--- src/rtl/bat_pkg.sv ---
package bat_pkg;
    localparam int ADDR_W      = 32;
    localparam int PAGE_BITS   = 12;
    localparam int BASE_LSB    = 17;
    localparam int LEN_LSB     = 2;
    localparam int LEN_W       = 11;
    localparam int SUP_BIT     = 1;
    localparam int USR_BIT     = 0;
    localparam int PROT_W      = 2;
    localparam logic [ADDR_W-1:0] BASE_FIELD = ~((ADDR_W'(1) << BASE_LSB) - ADDR_W'(1));
    localparam logic [ADDR_W-1:0] PAGE_KEEP  = ~((ADDR_W'(1) << PAGE_BITS) - ADDR_W'(1));
    localparam logic [PROT_W-1:0] PROT_NONE  = 2'd0;
    localparam logic [PROT_W-1:0] PROT_RW    = 2'd2;

    typedef struct packed {
        logic rd;
        logic wr;
        logic ex;
    } rights_t;
endpackage

--- src/rtl/bat_regbank.sv ---
module bat_regbank
    import bat_pkg::*;
#(
    parameter int NUM_ENTRIES = 4,
    parameter int IDX_W       = 2
) (
    input  logic                                clk,
    input  logic                                rst_n,
    input  logic                                wr_en,
    input  logic                                wr_bank,
    input  logic [IDX_W-1:0]                    wr_idx,
    input  logic                                wr_upper,
    input  logic [ADDR_W-1:0]                   wr_data,
    output logic [NUM_ENTRIES-1:0][ADDR_W-1:0]  ins_up,
    output logic [NUM_ENTRIES-1:0][ADDR_W-1:0]  ins_lo,
    output logic [NUM_ENTRIES-1:0][ADDR_W-1:0]  dat_up,
    output logic [NUM_ENTRIES-1:0][ADDR_W-1:0]  dat_lo
);
    typedef struct packed {
        logic [NUM_ENTRIES-1:0][ADDR_W-1:0] iu;
        logic [NUM_ENTRIES-1:0][ADDR_W-1:0] il;
        logic [NUM_ENTRIES-1:0][ADDR_W-1:0] du;
        logic [NUM_ENTRIES-1:0][ADDR_W-1:0] dl;
    } store_t;

    store_t st_d, st_q;
    logic   idx_ok;

    assign idx_ok = (32'(wr_idx) < NUM_ENTRIES);

    always_comb begin
        st_d = st_q;
        if (wr_en && idx_ok) begin
            case ({wr_bank, wr_upper})
                2'b11:   st_d.iu[wr_idx] = wr_data;
                2'b10:   st_d.il[wr_idx] = wr_data;
                2'b01:   st_d.du[wr_idx] = wr_data;
                default: st_d.dl[wr_idx] = wr_data;
            endcase
        end
    end

    always_ff @(posedge clk or negedge rst_n) begin
        if (!rst_n) begin
            st_q <= '0;
        end else begin
            st_q <= st_d;
        end
    end

    assign ins_up = st_q.iu;
    assign ins_lo = st_q.il;
    assign dat_up = st_q.du;
    assign dat_lo = st_q.dl;

    function automatic logic [ADDR_W-1:0] pick(input store_t s, input logic b,
                                               input logic u, input logic [IDX_W-1:0] i);
        logic [ADDR_W-1:0] w;
        w = '0;
        if (32'(i) < NUM_ENTRIES) begin
            case ({b, u})
                2'b11:   w = s.iu[i];
                2'b10:   w = s.il[i];
                2'b01:   w = s.du[i];
                default: w = s.dl[i];
            endcase
        end
        return w;
    endfunction

    AST_WRITE_LANDS: assert property (@(posedge clk) disable iff (!rst_n)
        (wr_en && idx_ok) |=> (pick(st_q, $past(wr_bank), $past(wr_upper), $past(wr_idx)) == $past(wr_data)))
        else $error("write did not land");
endmodule

--- src/rtl/bat_entry_cmp.sv ---
module bat_entry_cmp
    import bat_pkg::*;
(
    input  logic              clk,
    input  logic              rst_n,
    input  logic [ADDR_W-1:0] upper,
    input  logic [ADDR_W-1:0] lower,
    input  logic [ADDR_W-1:0] ea,
    input  logic              user,
    output logic              match,
    output logic [ADDR_W-1:0] paddr,
    output rights_t           rights
);
    logic              live;
    logic [ADDR_W-1:0] len_cut;
    logic [ADDR_W-1:0] mask;
    logic [PROT_W-1:0] prot;

    always_comb begin
        live    = user ? upper[USR_BIT] : upper[SUP_BIT];
        len_cut = ADDR_W'(upper[LEN_LSB +: LEN_W]) << BASE_LSB;
        mask    = BASE_FIELD & ~len_cut;
        match   = live && ((ea & mask) == (upper & BASE_FIELD));
        paddr   = ((lower & mask) | (ea & ~mask)) & PAGE_KEEP;
        prot    = lower[PROT_W-1:0];
        rights.rd = (prot != PROT_NONE);
        rights.ex = (prot != PROT_NONE);
        rights.wr = (prot == PROT_RW);
    end

    AST_MATCH_NEEDS_LIVE: assert property (@(posedge clk) disable iff (!rst_n)
        match |-> (user ? upper[USR_BIT] : upper[SUP_BIT]))
        else $error("match without live bit");
endmodule

--- src/rtl/bat_prio_sel.sv ---
module bat_prio_sel
    import bat_pkg::*;
#(
    parameter int NUM_ENTRIES = 4,
    parameter int IDX_W       = 2
) (
    input  logic                               clk,
    input  logic                               rst_n,
    input  logic [NUM_ENTRIES-1:0]             match,
    input  logic [NUM_ENTRIES-1:0][ADDR_W-1:0] paddr,
    input  rights_t [NUM_ENTRIES-1:0]          rights,
    output logic                               hit,
    output logic [IDX_W-1:0]                   idx,
    output logic [ADDR_W-1:0]                  sel_addr,
    output rights_t                            sel_rights
);
    always_comb begin
        hit        = 1'b0;
        idx        = '0;
        sel_addr   = '0;
        sel_rights = '0;
        for (int k = NUM_ENTRIES - 1; k >= 0; k--) begin
            if (match[k]) begin
                hit        = 1'b1;
                idx        = IDX_W'(k);
                sel_addr   = paddr[k];
                sel_rights = rights[k];
            end
        end
    end

    AST_WINNER_MATCHES: assert property (@(posedge clk) disable iff (!rst_n)
        hit |-> match[idx])
        else $error("winner does not match");
    AST_WINNER_LOWEST: assert property (@(posedge clk) disable iff (!rst_n)
        hit |-> ((match & ((NUM_ENTRIES'(1) << idx) - NUM_ENTRIES'(1))) == '0))
        else $error("lower index also matched");
    AST_ANY_MATCH_HITS: assert property (@(posedge clk) disable iff (!rst_n)
        (match != '0) |-> hit)
        else $error("match lost");
endmodule

--- src/rtl/bat_matcher.sv ---
module bat_matcher
    import bat_pkg::*;
#(
    parameter int NUM_ENTRIES = 4,
    localparam int IDX_W = (NUM_ENTRIES > 1) ? $clog2(NUM_ENTRIES) : 1
) (
    input  logic              clk,
    input  logic              rst_n,
    input  logic              wr_en,
    input  logic              wr_bank,
    input  logic [IDX_W-1:0]  wr_idx,
    input  logic              wr_upper,
    input  logic [31:0]       wr_data,
    input  logic              lk_fetch,
    input  logic              lk_user,
    input  logic [31:0]       lk_ea,
    output logic              hit,
    output logic [IDX_W-1:0]  hit_idx,
    output logic [31:0]       real_addr,
    output logic              rd_ok,
    output logic              wr_ok,
    output logic              ex_ok
);
    logic [NUM_ENTRIES-1:0][ADDR_W-1:0] ins_up, ins_lo, dat_up, dat_lo;
    logic [NUM_ENTRIES-1:0]             match;
    logic [NUM_ENTRIES-1:0][ADDR_W-1:0] paddr;
    rights_t [NUM_ENTRIES-1:0]          rights;
    rights_t                            sel_rights;

    bat_regbank #(.NUM_ENTRIES(NUM_ENTRIES), .IDX_W(IDX_W)) u_bank (
        .clk     (clk),
        .rst_n   (rst_n),
        .wr_en   (wr_en),
        .wr_bank (wr_bank),
        .wr_idx  (wr_idx),
        .wr_upper(wr_upper),
        .wr_data (wr_data),
        .ins_up  (ins_up),
        .ins_lo  (ins_lo),
        .dat_up  (dat_up),
        .dat_lo  (dat_lo)
    );

    for (genvar g = 0; g < NUM_ENTRIES; g++) begin : g_ent
        logic [ADDR_W-1:0] up_w, lo_w;
        assign up_w = lk_fetch ? ins_up[g] : dat_up[g];
        assign lo_w = lk_fetch ? ins_lo[g] : dat_lo[g];
        bat_entry_cmp u_cmp (
            .clk   (clk),
            .rst_n (rst_n),
            .upper (up_w),
            .lower (lo_w),
            .ea    (lk_ea),
            .user  (lk_user),
            .match (match[g]),
            .paddr (paddr[g]),
            .rights(rights[g])
        );
    end

    bat_prio_sel #(.NUM_ENTRIES(NUM_ENTRIES), .IDX_W(IDX_W)) u_sel (
        .clk       (clk),
        .rst_n     (rst_n),
        .match     (match),
        .paddr     (paddr),
        .rights    (rights),
        .hit       (hit),
        .idx       (hit_idx),
        .sel_addr  (real_addr),
        .sel_rights(sel_rights)
    );

    assign rd_ok = sel_rights.rd;
    assign wr_ok = sel_rights.wr;
    assign ex_ok = sel_rights.ex;

    AST_PAGE_ALIGNED: assert property (@(posedge clk) disable iff (!rst_n)
        real_addr[PAGE_BITS-1:0] == '0)
        else $error("real address not page aligned");
    AST_MISS_QUIET: assert property (@(posedge clk) disable iff (!rst_n)
        !hit |-> (hit_idx == '0 && real_addr == '0 && !rd_ok && !wr_ok && !ex_ok))
        else $error("miss drives outputs");
    AST_WRITE_NEEDS_READ: assert property (@(posedge clk) disable iff (!rst_n)
        wr_ok |-> (rd_ok && ex_ok))
        else $error("write without read");
    AST_EXEC_TRACKS_READ: assert property (@(posedge clk) disable iff (!rst_n)
        ex_ok == rd_ok)
        else $error("execute differs from read");
endmodule

--- config.mk ---
export PLATFORM = sky130hd
export DESIGN_NAME = bat_matcher
export DESIGN_NICKNAME = d
export VERILOG_FILES = /design/src/rtl/bat_pkg.sv /design/src/rtl/bat_regbank.sv /design/src/rtl/bat_entry_cmp.sv /design/src/rtl/bat_prio_sel.sv /design/src/rtl/bat_matcher.sv
export SDC_FILE = /design/constraint.sdc
export NUM_CORES = 1
export LEC_CHECK = 0
export BUFFER_PORTS_ARGS = -buffer_cell sky130_fd_sc_hd__buf_2
export CAP_MARGIN = 20
export CORE_UTILIZATION = 57
export DETAILED_ROUTE_END_ITERATION = 8
export GPL_TIMING_DRIVEN = 0
export MAX_ROUTING_LAYER = met4
export PLACE_DENSITY = 0.78
export SLEW_MARGIN = 40
export SYNTH_ARGS = -nofsm -noshare
export SYNTH_HDL_FRONTEND = slang
export SYNTH_HIERARCHICAL = 1
export SYNTH_SLANG_ARGS = --single-unit
--- constraint.sdc ---
create_clock -name clk -period 2.3 [get_ports clk]
set_input_delay 0.115 -clock clk [delete_from_list [all_inputs] [get_ports clk]]
set_output_delay 0.115 -clock clk [all_outputs]
set_load 0.01 [all_outputs]
==> out/results.ini <==
[timing]
tightest_slew_ns=0.901
maxSlewHeadroom=0.399
max_freq_mhz=310
slew_viol_final=0
rsz0062_at_grt=true
fin_tns_setup_ns=-31.87
fin_crit_sh=1.40
setup_viol=38
setup_slack_ns=-0.927
hold_viol_final=0
fin_crit_ns=3.23
clock_skew_ns=0

[floorplanning]
die_w_um=186
start_util=0.586
rows=66
core_area_sq_um=32900
die_area_sq_um=34500
ios=111
die_y_um=186

[drt]
first_pass_iters=7
drcViolationCount=0
drt_wl_total_um=52300
drt-initial-drc-count=731
avgViaCountPerCell=5.74
via_count=12300
wl_per_cell_um=24.3
drtAntennaViolNets=0

[placement]
io_buffer_count=88
place_hpwl_um=35200
place_ws_ns=-1.05
postPlaceCellArea_sq_um=20600
routabilityCongestion=0.892

[cts]
clk_latency_ns=0.52
root_buffer=clkbuf_16
cts_tree=done
clock_sinks=360
clk_path_buf_depth=3
clk_pin_slew_ns=0.06
h-tree-depth=2
cts_made_buffers=39

[synthesis]
syn_area_sq_um=19200
syn_avg_cell_area_sq_um=13.4
synth_cells=1439
yosys_warnings=6

[status]
status=complete, but fails checks
violations=negative setup slack

[worst_setup_path]
worst_r2r_path_depth=2
worst-path-max-fanout=5
crit_arrival_ns=3.11
worst_setup_path_start_kind=register
critPathRequiredTime_ns=2.18
path_class=register to primary output
crit_path_end_kind=primary output

[global_routing]
grt-ovfl-total=0
grt_max_degree=72
grt_antenna_before_repair=2
grt_pass1_vias=12800
track_usage=0.316
grt_first_pass_wirelength_um=77300

[final_layout]
layout-drive-gt1-share=0.625
fill_cells=2262
nNetsFinal=1752
postLayoutCellArea_sq_um=23300
area_growth_pct=21.2

[flow_run]
maxCapViolCount=0

[power_and_ir_drop]
finalPower_mw=19.9
p_leak_nw=10.4
irDropWorstVdd_mv=0.668
power_density_nw_per_um2=855

[min_path]
timing.hold.worst.class=primary input to asynchronous set/reset pin

layer usage:
metal / global-route usage / part of all wire / vias to the layer above
met1: 0.403 / 0.42 / 6398
met3: 0.0524 / 0.055 / 106
met4: 0.121 / 0.038 / 0
met5: - / 0 / -
met2: 0.505 / 0.48 / 391
li1: - / - / 5449
registers in the layout, summed over array words and instances, names as in the netlist:
name and cells:
u_bank/ins_up 112, u_bank/ins_lo 68, u_bank/dat_lo 68, u_bank/dat_up 112
worst paths after layout:
path,slack (ns),to,startpoint
min reg2reg,0.49,u_bank/ins_up[2],u_bank/ins_up[2]
max reg2reg,1.44,u_bank/dat_up[67],u_bank/dat_up[67]
min in group clk,0.27,u_bank/ins_lo[96],wr_bank
max in group asynchronous,0.79,u_bank/ins_up[102],rst_n
max,-0.93,real_addr[23],u_bank/dat_up[12]
min,0.11,u_bank/dat_lo[93],rst_n
critical path, stage by stage (launching register included):
cell     delay, ns
dfrtp_1       0.38
mux2_2        0.33
nor2b_4       0.16
xnor2_2       0.16
nand4_1       0.28
nor4_4        0.21
buf_4         0.17
buf_4         0.11
buf_4         0.11
nor2_4        0.04
buf_4         0.16
buf_12        0.15
a21oi_2       0.18
buf_2         0.15
repair_timing:
action / CTS / global route
endpoints found under the setup margin: 38 / 38
endpoints found under the hold margin: 326 / 0
buffers inserted: 16 / 13
gates resized for setup: 121 / 41
gates cloned: 3 / 4
hold buffers: 29 / 0
pin swaps: 25 / 23
power by group:
group | leakage (nW) | internal [mW] | switching [mW]
registers | 4.41 | 7.81 | 0.721
clock network | 0.664 | 4.03 | 2.49
logic | 5.32 | 2.80 | 2.08
total | 10.4 | 14.6 | 5.29
area by class of cell:
cell class,instances,area [sq um],share of cell area
clock buffer,60,1200,0.0513
multi-input combinational,910,9570,0.410
sequential,360,9010,0.386
buffer,211,1540,0.0659
clock inverter,10,153,0.00654
timing repair buffer,156,1300,0.0558
antenna,2,5.00,0.000215
tap,442,553,0.0237
inverter,1,3.75,0.000161
through the flow:
| step | util | hold WS [ns] | std cells |
|---|---|---|---|
| 2_1_floorplan | - | -0.181 | 1483 |
| 3_3_place_gp | 0.621 | 0.399 | 2013 |
| 3_5_place_dp | 0.626 | 0.0635 | 2018 |
| 4_1_cts | 0.697 | 0.128 | 2135 |
| 5_1_grt | 0.710 | 0.148 | 2152 |
| 6_report | 0.710 | 0.112 | 2152 |
cells in the final DEF, fill, tap and decap left out, types with 7 or more instances in the layout:
master,instances
mux2_2,545
dfrtp_1,360
buf_2,134
buf_4,115
conb_1,48
clkbuf_16,45
clkbuf_1,42
xnor2_1,34
mux2_1,31
a21oi_2,30
dlygate4sd3_1,29
buf_6,28
nor2b_4,21
nor2b_2,19
o22ai_2,19
xnor2_2,18
a22oi_2,18
nor2_1,17
a22oi_1,16
mux2_4,12
nand4_1,12
buf_12,12
o22ai_4,11
clkbuf_8,10
nor2b_1,10
xor2_1,8
buf_16,7
No activity file was read; power rests on OpenSTA's default activity.
